<file path="config.mk">
export PLATFORM = sky130hd
export DESIGN_NAME = prio_resolver
export DESIGN_NICKNAME = d
export VERILOG_FILES = /design/src/rtl/prio_resolver.sv
export SDC_FILE = /design/constraint.sdc
export NUM_CORES = 1
export LEC_CHECK = 0
export ABC_CLOCK_PERIOD_IN_PS = 11400
export BUFFER_PORTS_ARGS = -buffer_cell sky130_fd_sc_hd__buf_4
export CAP_MARGIN = 0
export CORE_AREA = 8 8 66 68
export CTS_BUF_LIST = sky130_fd_sc_hd__clkbuf_4 sky130_fd_sc_hd__clkbuf_8
export DETAILED_ROUTE_END_ITERATION = 8
export DIE_AREA = 0 0 74 76
export PLACE_DENSITY = 0.68
export SLEW_MARGIN = 10
export SYNTH_ARGS = -nofsm -noshare
export SYNTH_HDL_FRONTEND = slang
export SYNTH_SLANG_ARGS = --single-unit
</file>
<file path="constraint.sdc">
create_clock -name clk -period 11.4 [get_ports clk]
set_input_delay 2.28 -clock clk [delete_from_list [all_inputs] [get_ports clk]]
set_output_delay 2.28 -clock clk [all_outputs]
set_load 0.05 [all_outputs]
</file>
<file path="src/rtl/prio_resolver.sv">
`timescale 1ns/1ps
module prio_resolver #(
  parameter int LINES   = 8,
  parameter int CASCADE = 2
) (
  input  logic                       clk,
  input  logic                       rst_n,
  input  logic [LINES-1:0]           req_vec,
  input  logic [LINES-1:0]           mask_vec,
  input  logic [LINES-1:0]           svc_vec,
  input  logic                       rot_we,
  input  logic [$clog2(LINES)-1:0]   rot_din,
  input  logic                       smm_en,
  input  logic                       sfn_en,
  input  logic                       is_master,
  output logic [$clog2(LINES)-1:0]   win_line,
  output logic                       win_valid,
  output logic                       int_out
);
  localparam int LW = $clog2(LINES);
  localparam int RW = LW + 1;

  logic [LW-1:0]    rot_q;
  logic [LINES-1:0] cand;
  logic [LINES-1:0] svc_eff;
  logic [RW-1:0]    cand_rank;
  logic [RW-1:0]    svc_rank;

  always_ff @(posedge clk or negedge rst_n)
    if (!rst_n)      rot_q <= '0;
    else if (rot_we) rot_q <= rot_din;

  function automatic logic [RW-1:0] rank_of(input logic [LINES-1:0] v,
                                            input logic [LW-1:0] off);
    logic [RW-1:0] r;
    logic [LW-1:0] idx;
    r = RW'(LINES);
    for (int k = LINES - 1; k >= 0; k--) begin
      idx = off + LW'(k);
      if (v[idx]) r = RW'(k);
    end
    return r;
  endfunction

  assign cand = req_vec & ~mask_vec;

  always_comb begin
    svc_eff = svc_vec;
    if (smm_en) svc_eff = svc_eff & ~mask_vec;
    if (sfn_en && is_master) svc_eff[CASCADE] = 1'b0;
  end

  assign cand_rank = rank_of(cand, rot_q);
  assign svc_rank  = rank_of(svc_eff, rot_q);

  assign win_valid = cand_rank < svc_rank;
  assign win_line  = win_valid ? LW'(cand_rank[LW-1:0] + rot_q) : '0;
  assign int_out   = win_valid;
endmodule

</file>
==> results of run 1 <==
cell families after synthesis:
family	Yosys count	share of synthesized area [%]
AND/OR/NAND/NOR	60	23.2
multiplexers	27	29.8
AO/OA/AOI/OAI	45	24.4
XOR/XNOR	6	4.19
buffers and inverters	15	6.55
flip-flops	3	5.24
adder cells (fa/ha/maj)	7	6.64
synth_stat cells (all sizes together) (3+ instances only):
master  number
nor2b       13
mux4        12
nand2       11
nand2b      11
mux2i       10
a21oi        9
a21boi       7
buf          6
ha           6
nor2         6
inv          5
mux2         5
nand3        5
a211oi       4
o211ai       4
o21ai        4
xnor2        4
a22oi        3
and2         3
clkbuf       3
dfrtp        3
o211a        3
or2          3
layout make-up:
type                       count  share of cell area [%]
multi-input combinational    145                    72.9
timing repair buffer          37                    16.0
sequential                     3                    4.33
tap                           48                    3.46
clock buffer                   4                    1.73
inverter                       6                    1.59
power by group through the flow:
| stage | clock network (W) | logic (W) | registers [W] |
|---|---|---|---|
| 3_3_place_gp | 0 | 0.000225 | 0.0000185 |
| 6_report | 0.0000205 | 0.000233 | 0.0000185 |
| 2_1_floorplan | 0 | 0.000187 | 0.0000126 |
| 5_1_grt | 0.0000227 | 0.000249 | 0.0000191 |
| 3_5_place_dp | 0 | 0.000233 | 0.0000186 |
| 4_1_cts | 0.0000212 | 0.000233 | 0.0000185 |
metrics by stage:
step                      total power, W  hold slack (ps)  instance area [um2]  std cells  util, %
after floorplan                 0.000200              822                 1430        163        -
after global placement          0.000243             1100                 1700        239     49.5
after detailed placement        0.000251             1100                 1700        239     49.5
after CTS                       0.000273             1110                 1730        243     50.4
after global routing            0.000291             1170                 1730        243     50.4
final                           0.000272             1120                 1730        243     50.4
cell usage in the layout (no fill, tap or decap), types with 2 or more instances in the layout:
| master | n |
|---|---|
| xnor2_1 | 3 |
| nand3_1 | 5 |
| nand2_1 | 11 |
| inv_1 | 5 |
| clkbuf_4 | 4 |
| nor2_1 | 6 |
| o21ai_0 | 4 |
| a221oi_1 | 2 |
| o211a_1 | 3 |
| nand2b_1 | 11 |
| nand4_1 | 2 |
| o211ai_1 | 4 |
| and2_1 | 3 |
| buf_4 | 37 |
| a21boi_0 | 7 |
| mux2_2 | 4 |
| o221ai_1 | 2 |
| dfrtp_1 | 3 |
| ha_1 | 6 |
| a21oi_1 | 9 |
| nor3_1 | 2 |
| a211oi_1 | 4 |
| a22oi_1 | 3 |
| nor2b_1 | 13 |
| mux4_2 | 12 |
| xor2_1 | 2 |
| mux2i_1 | 10 |
worst max path at each step:
stage / to / depth (start not counted) / slack (ps) / from
final: win_line[2] / 15 / 3670 / smm_en
after global routing: win_line[2] / 15 / 3460 / smm_en
after CTS: win_line[2] / 14 / 3670 / smm_en
after detailed placement: win_line[2] / 15 / 3670 / smm_en
after global placement: win_line[1] / 15 / 3870 / smm_en
after floorplan: win_line[1] / 13 / 3350 / svc_vec[6]
per-layer routing:
metal | vias up | wire length [um] | share of wire, % | GRT usage [%]
met5 | - | 0 | 0 | 0
met4 | 0 | 0 | 0 | 3.60
met3 | 0 | 156 | 3.9 | 2.11
met2 | 36 | 2190 | 55 | 25.1
met1 | 705 | 1630 | 41 | 16.9
li1 | 694 | - | - | -
worst register-to-register path: cells and delay by family, from the launching register on:
kind	cells	cell delay (ps)
flip-flops	1	940
buffers and inverters	1	290
AO/OA/AOI/OAI	1	220
==> flow_summary.toml, run 1 <==
[worst_hold_path]
whs_endpoint = "rot_q[2]"
worstHoldStart = "rot_q[2]"
hp-class = "flip-flop to flip-flop"
whs_path_depth = 1

[route]
wirelength_mm = 3.98
ant_nets = 0
wl_per_cell_um = 16.4
drc_errors = 0
vias = 1435
firstDrtPassIters = 4
drtIter0Drc = 70
via_per_inst = 5.91

[power]
swShare_pct = 56.3
pwr-share-seq_pct = 6.8
p_switching_w = 0.000153
internal-power_w = 0.000119
p_comb_share_pct = 85.7
clockPowerShare_pct = 7.5
power.leakage_nw = 0.712
powerDensity_nw_per_um2 = 157
ir_drop_mv = 0.0656

[yosys]
async_flop_share_pct = 100
yosys_warnings = 0
synth_top_area_cell = "mux4_2"
synth_top_area_share_pct = 18.9
yosysSeqAreaShare_pct = 5.24
synth_edf_count = 0
ys_types = 49
synthCells = 163
syn-cell-area_um2 = 1430
syn_area_per_cell_um2 = 8.79
synthTopCellsByArea = "mux4_2 19%, mux2i_1 7.0%, nor2b_1 5.7%"
synth_flop_cell = "dfrtp_1"
ys_ff_latch = 3
syn_nets = 203

[timing]
finalCriticalPeriod_ps = 7730
setup_viol = 0
fmax_mhz = 129
fin_setup_tns_ps = 0
min_period_over_period_pct = 67.8
timing.final.ws_setup_ps = 3670
worst_pin_slew_ps = 936
fin_skew_ps = 0
slew_headroom_pct = 37.6
rsz0062_at_grt = "no"
slew_viol_final = 0
hold_viol_final = 0

[clocking]
cts_repair_resize_count = 0
numCtsBuffers = 3
clk_pin_slew_ps = 40
cts.sinks = 3
cts-root-buf = "clkbuf_4"
clock_latency_ps = 230
cts_max_path_buffers = 2
ctsHoldBuffers = 0
htreeDepth = 1
postCtsSetupBuffers = 0
tritoncts = "built"

[final_layout]
largest-register = "rot_q"
fillers = 341
seqCellArea_um2 = 75.1
reg_top3 = "rot_q (3)"
diodes = 0
multi_input_area_um2 = 1260
nets = 236
area_growth_pct = 21.0
largest_reg_flops = 3
drive_gt1_share_pct = 32.8

[placement]
gp_congestion = 0.880
place.port_buffers = 37
dp_hpwl_mm = 3.31
post-place-ws_ps = 3670

[grt]
grt.overflow.total = 0
grt_start_max_net_pins = 21
antenna_found_initial = 0
grt_usage_pct = 14.2
grt_pass1_wl_mm = 6.62
grt_pass1_vias = 1468

[setup_path]
cp.required_ps = 9120
reg2regPathDepth = 2
crit_slowest_cell = "mux4_2"
worstPathCellList = "buf_4 -> a21boi_0 -> mux4_2 -> nor2b_1 -> a2111oi_0 -> a21oi_1 -> nand4b_1 -> or2_1 -> ha_1 -> o211ai_1 -> nor3_1 -> nand3_1 -> nand2_1 -> a211oi_1 -> buf_4"
slowest_delay_ps = 550
crit_buf_inv = 2
crit_top_cell = "buf_4"
arrival_ps = 5450
start_kind = "primary input"
critical_path_class = "primary input to output port"
timing.rr.start = "rot_q[0]"
cp_top_family = "compound AO/OA/AOI/OAI gates"
rrSetupSlack_ps = 9860
worstSetupEndpointType = "output port"
r2r_end = "rot_q[0]"
crit_fanout = 8

[floorplan]
die_area_um2 = 5620
core-area_um2 = 3440
die_h_um = 76
die_w_um = 74
placementRows = 22
top_level_ports = 38
start_util_pct = 41.6

[status]
status = "finished clean"

[flow_run]
maxCapViolations = 0
Power figures use the tool's default switching activity.
==> run 2, diff against run 1 <==
Settings changed: ABC_AREA set to 1, ABC_CLOCK_PERIOD_IN_PS 11400 to 7000, CORE_AREA 8 8 66 68 to 8 8 62 64, DIE_AREA 0 0 74 76 to 0 0 70 72, PLACE_DENSITY 0.68 to 0.72.
Clock period 11.4 ns to 7 ns, I/O delays scaled along.
==> run 2 against run 1 <==
Against the previous run: via count grew 4.3%; final area shrank 12%; worst hold slack lost 190 ps; critical path depth grew 6; flip-flop and latch count is the same; final cell count grew 23%; sequential power grew 45%; critical endpoint unchanged.
==> flow_summary.toml, run 2 <==
[setup_path]
reg2regPathDepth = 2
crit_slowest_cell = "dfrtp_1"
start_kind = "flip-flop"
worstPathCellList = "inv_4 -> ha_1 -> inv_2 -> nand3_1 -> nand3_1 -> nand2_1 -> nand2_1 -> nand2_1 -> nand2_1 -> nand2_1 -> nand2_1 -> nand2_1 -> nand2_1 -> inv_1 -> ha_1 -> inv_1 -> fa_1 -> xor2_1 -> xor2_1 -> nor2_1 -> buf_4"
critical_path_class = "flip-flop to output port"
cp.required_ps = 5600
arrival_ps = 3810
crit_fanout = 19
crit_top_cell = "nand2_1"
worstSetupEndpointType = "output port"
cp_top_family = "adder cells"
path_depth = 21
crit_buf_inv = 5
slowest_delay_ps = 790

[timing]
rsz0062_at_grt = "no"
fin_skew_ps = 0
fin_setup_tns_ps = 0
worst_hold_slack_ps = 929
slew_headroom_pct = 52.7
hold_viol_final = 0
min_period_over_period_pct = 74.4
fmax_mhz = 192
slew_viol_final = 0
worst_pin_slew_ps = 709
finalCriticalPeriod_ps = 5210
setup_viol = 0

[final_layout]
final_cell_mix = "84 x nand2_1, 59 x nand3_1, 37 x buf_4, 22 x inv_1, 10 x nor2_1"
diodes = 0
final_core_util_pct = 52.6
reg_top3 = "rot_q (3)"
largest-register = "rot_q"
nets = 307
drive_gt1_share_pct = 21.1
area_growth_pct = 22.1
final_common_cell = "nand2_1"
largest_reg_flops = 3

[route]
top_layer_used = "met4"
via_per_inst = 5.01
wl_per_cell_um = 12.0
vias = 1497
route.met2.wl_mm = 1.74
wl_met1_mm = 1.72
wl_met3_um = 93
wirelength_mm = 3.58
drtIter0Drc = 85
firstDrtPassIters = 5
drc_errors = 0
ant_nets = 0

[yosys]
synthTopCellsByArea = "nand2_1 25%, nand3_1 24%, inv_1 6.6%"
post-synth-top-count-cell = "nand2_1"
synthCells = 234
syn_nets = 274
syn_area_per_cell_um2 = 5.34
yosys_warnings = 0
synth_top_area_cell = "nand2_1"
yosysSeqAreaShare_pct = 6.01
ys_types = 28
ys_ff_latch = 3
syn-cell-area_um2 = 1250
synth_flop_cell = "dfrtp_1"
synth_top_area_share_pct = 25.2
yosys-top-cells-count = "84 x nand2_1, 59 x nand3_1, 22 x inv_1"
synth_edf_count = 0
async_flop_share_pct = 100

[floorplan]
die_area_um2 = 5040
core-area_um2 = 2900
start_util_pct = 43.1
top_level_ports = 38
placementRows = 20
die_h_um = 72
die_w_um = 70

[clocking]
cts_max_path_buffers = 2
clk_pin_slew_ps = 40
cts_repair_resize_count = 0
ctsHoldBuffers = 0
postCtsSetupBuffers = 0
numCtsBuffers = 3
cts.sinks = 3
clock_latency_ps = 240
tritoncts = "built"
cts-root-buf = "clkbuf_4"
htreeDepth = 1

[placement]
dp_hpwl_mm = 3.10
gp_congestion = 0.898
place.port_buffers = 37

[power]
powerDensity_nw_per_um2 = 243
p_comb_share_pct = 83.0
pwr-share-seq_pct = 7.3
clockPowerShare_pct = 9.8
power.leakage_nw = 0.880
swShare_pct = 60.0
ir_drop_mv = 0.303
p_switching_w = 0.000222
internal-power_w = 0.000148

[status]
status = "finished clean"

[grt]
grt.overflow.total = 0
grt_pass1_vias = 1478
grt_usage_pct = 14.6
grt_pass1_wl_mm = 6.35
grt_start_max_net_pins = 20
antenna_found_initial = 0

[worst_hold_path]
hp-class = "flip-flop to flip-flop"
whs_path_depth = 2

[flow_run]
maxCapViolations = 0
==> run 2: cell families after synthesis <==
kind of cell	synth area share [%]
and+or+nand+nor	57.6
AOI/OAI and AO/OA	7.61
adders and majority gates	7.61
xor gates and xnor gates	6.21
buffers and inverters	15.0
DFF	6.01
==> run 2: layout make-up <==
cell class | count | area, um2
multi-input combinational | 192 | 987
sequential | 3 | 75.1
timing repair buffer | 37 | 278
clock buffer | 4 | 30.0
inverter | 30 | 115
fill | 322 | 1380
tap | 33 | 41.3
==> run 2: path summary, 6_finish.rpt <==
path | from | to | slack [ps]
min in group asynchronous | rst_n | rot_q[0] | 940
max in group asynchronous | rst_n | rot_q[2] | 5970
max reg2reg | rot_q[0] | rot_q[0] | 5710
min | rot_q[2] | rot_q[2] | 930
min reg2reg | rot_q[2] | rot_q[2] | 930
max | rot_q[0] | win_line[2] | 1790
==> run 2: power by group through the flow <==
stage,logic [W],clock network [W],registers [W]
floorplan,0.000247,0,0.0000200
global placement,0.000307,0,0.0000271
detailed placement,0.000309,0,0.0000272
CTS,0.000310,0.0000381,0.0000269
global route,0.000341,0.0000396,0.0000276
finish,0.000307,0.0000361,0.0000269
==> run 2: tightest hold or removal path, stage by stage (launching register included) <==
cell and delay, ps:
dfrtp_1 560, inv_1 220, o21ai_0 90
==> run 2: layer usage <==
layer	global-route usage (%)	vias to the layer above
li1	-	827
met1	18.5	634
met2	25.6	34
met3	1.09	2
met4	4.46	0
met5	0	-
==> run 2: per-stage QoR <==
step / instances / instance area, um2 / worst slack (ps) / total power [W]
2_1_floorplan: 234 / 1250 / 1950 / 0.000267
3_3_place_gp: 295 / 1500 / 2020 / 0.000334
3_5_place_dp: 295 / 1500 / 2000 / 0.000336
4_1_cts: 299 / 1530 / 1800 / 0.000375
5_1_grt: 299 / 1530 / 1410 / 0.000408
6_report: 299 / 1530 / 1790 / 0.000370
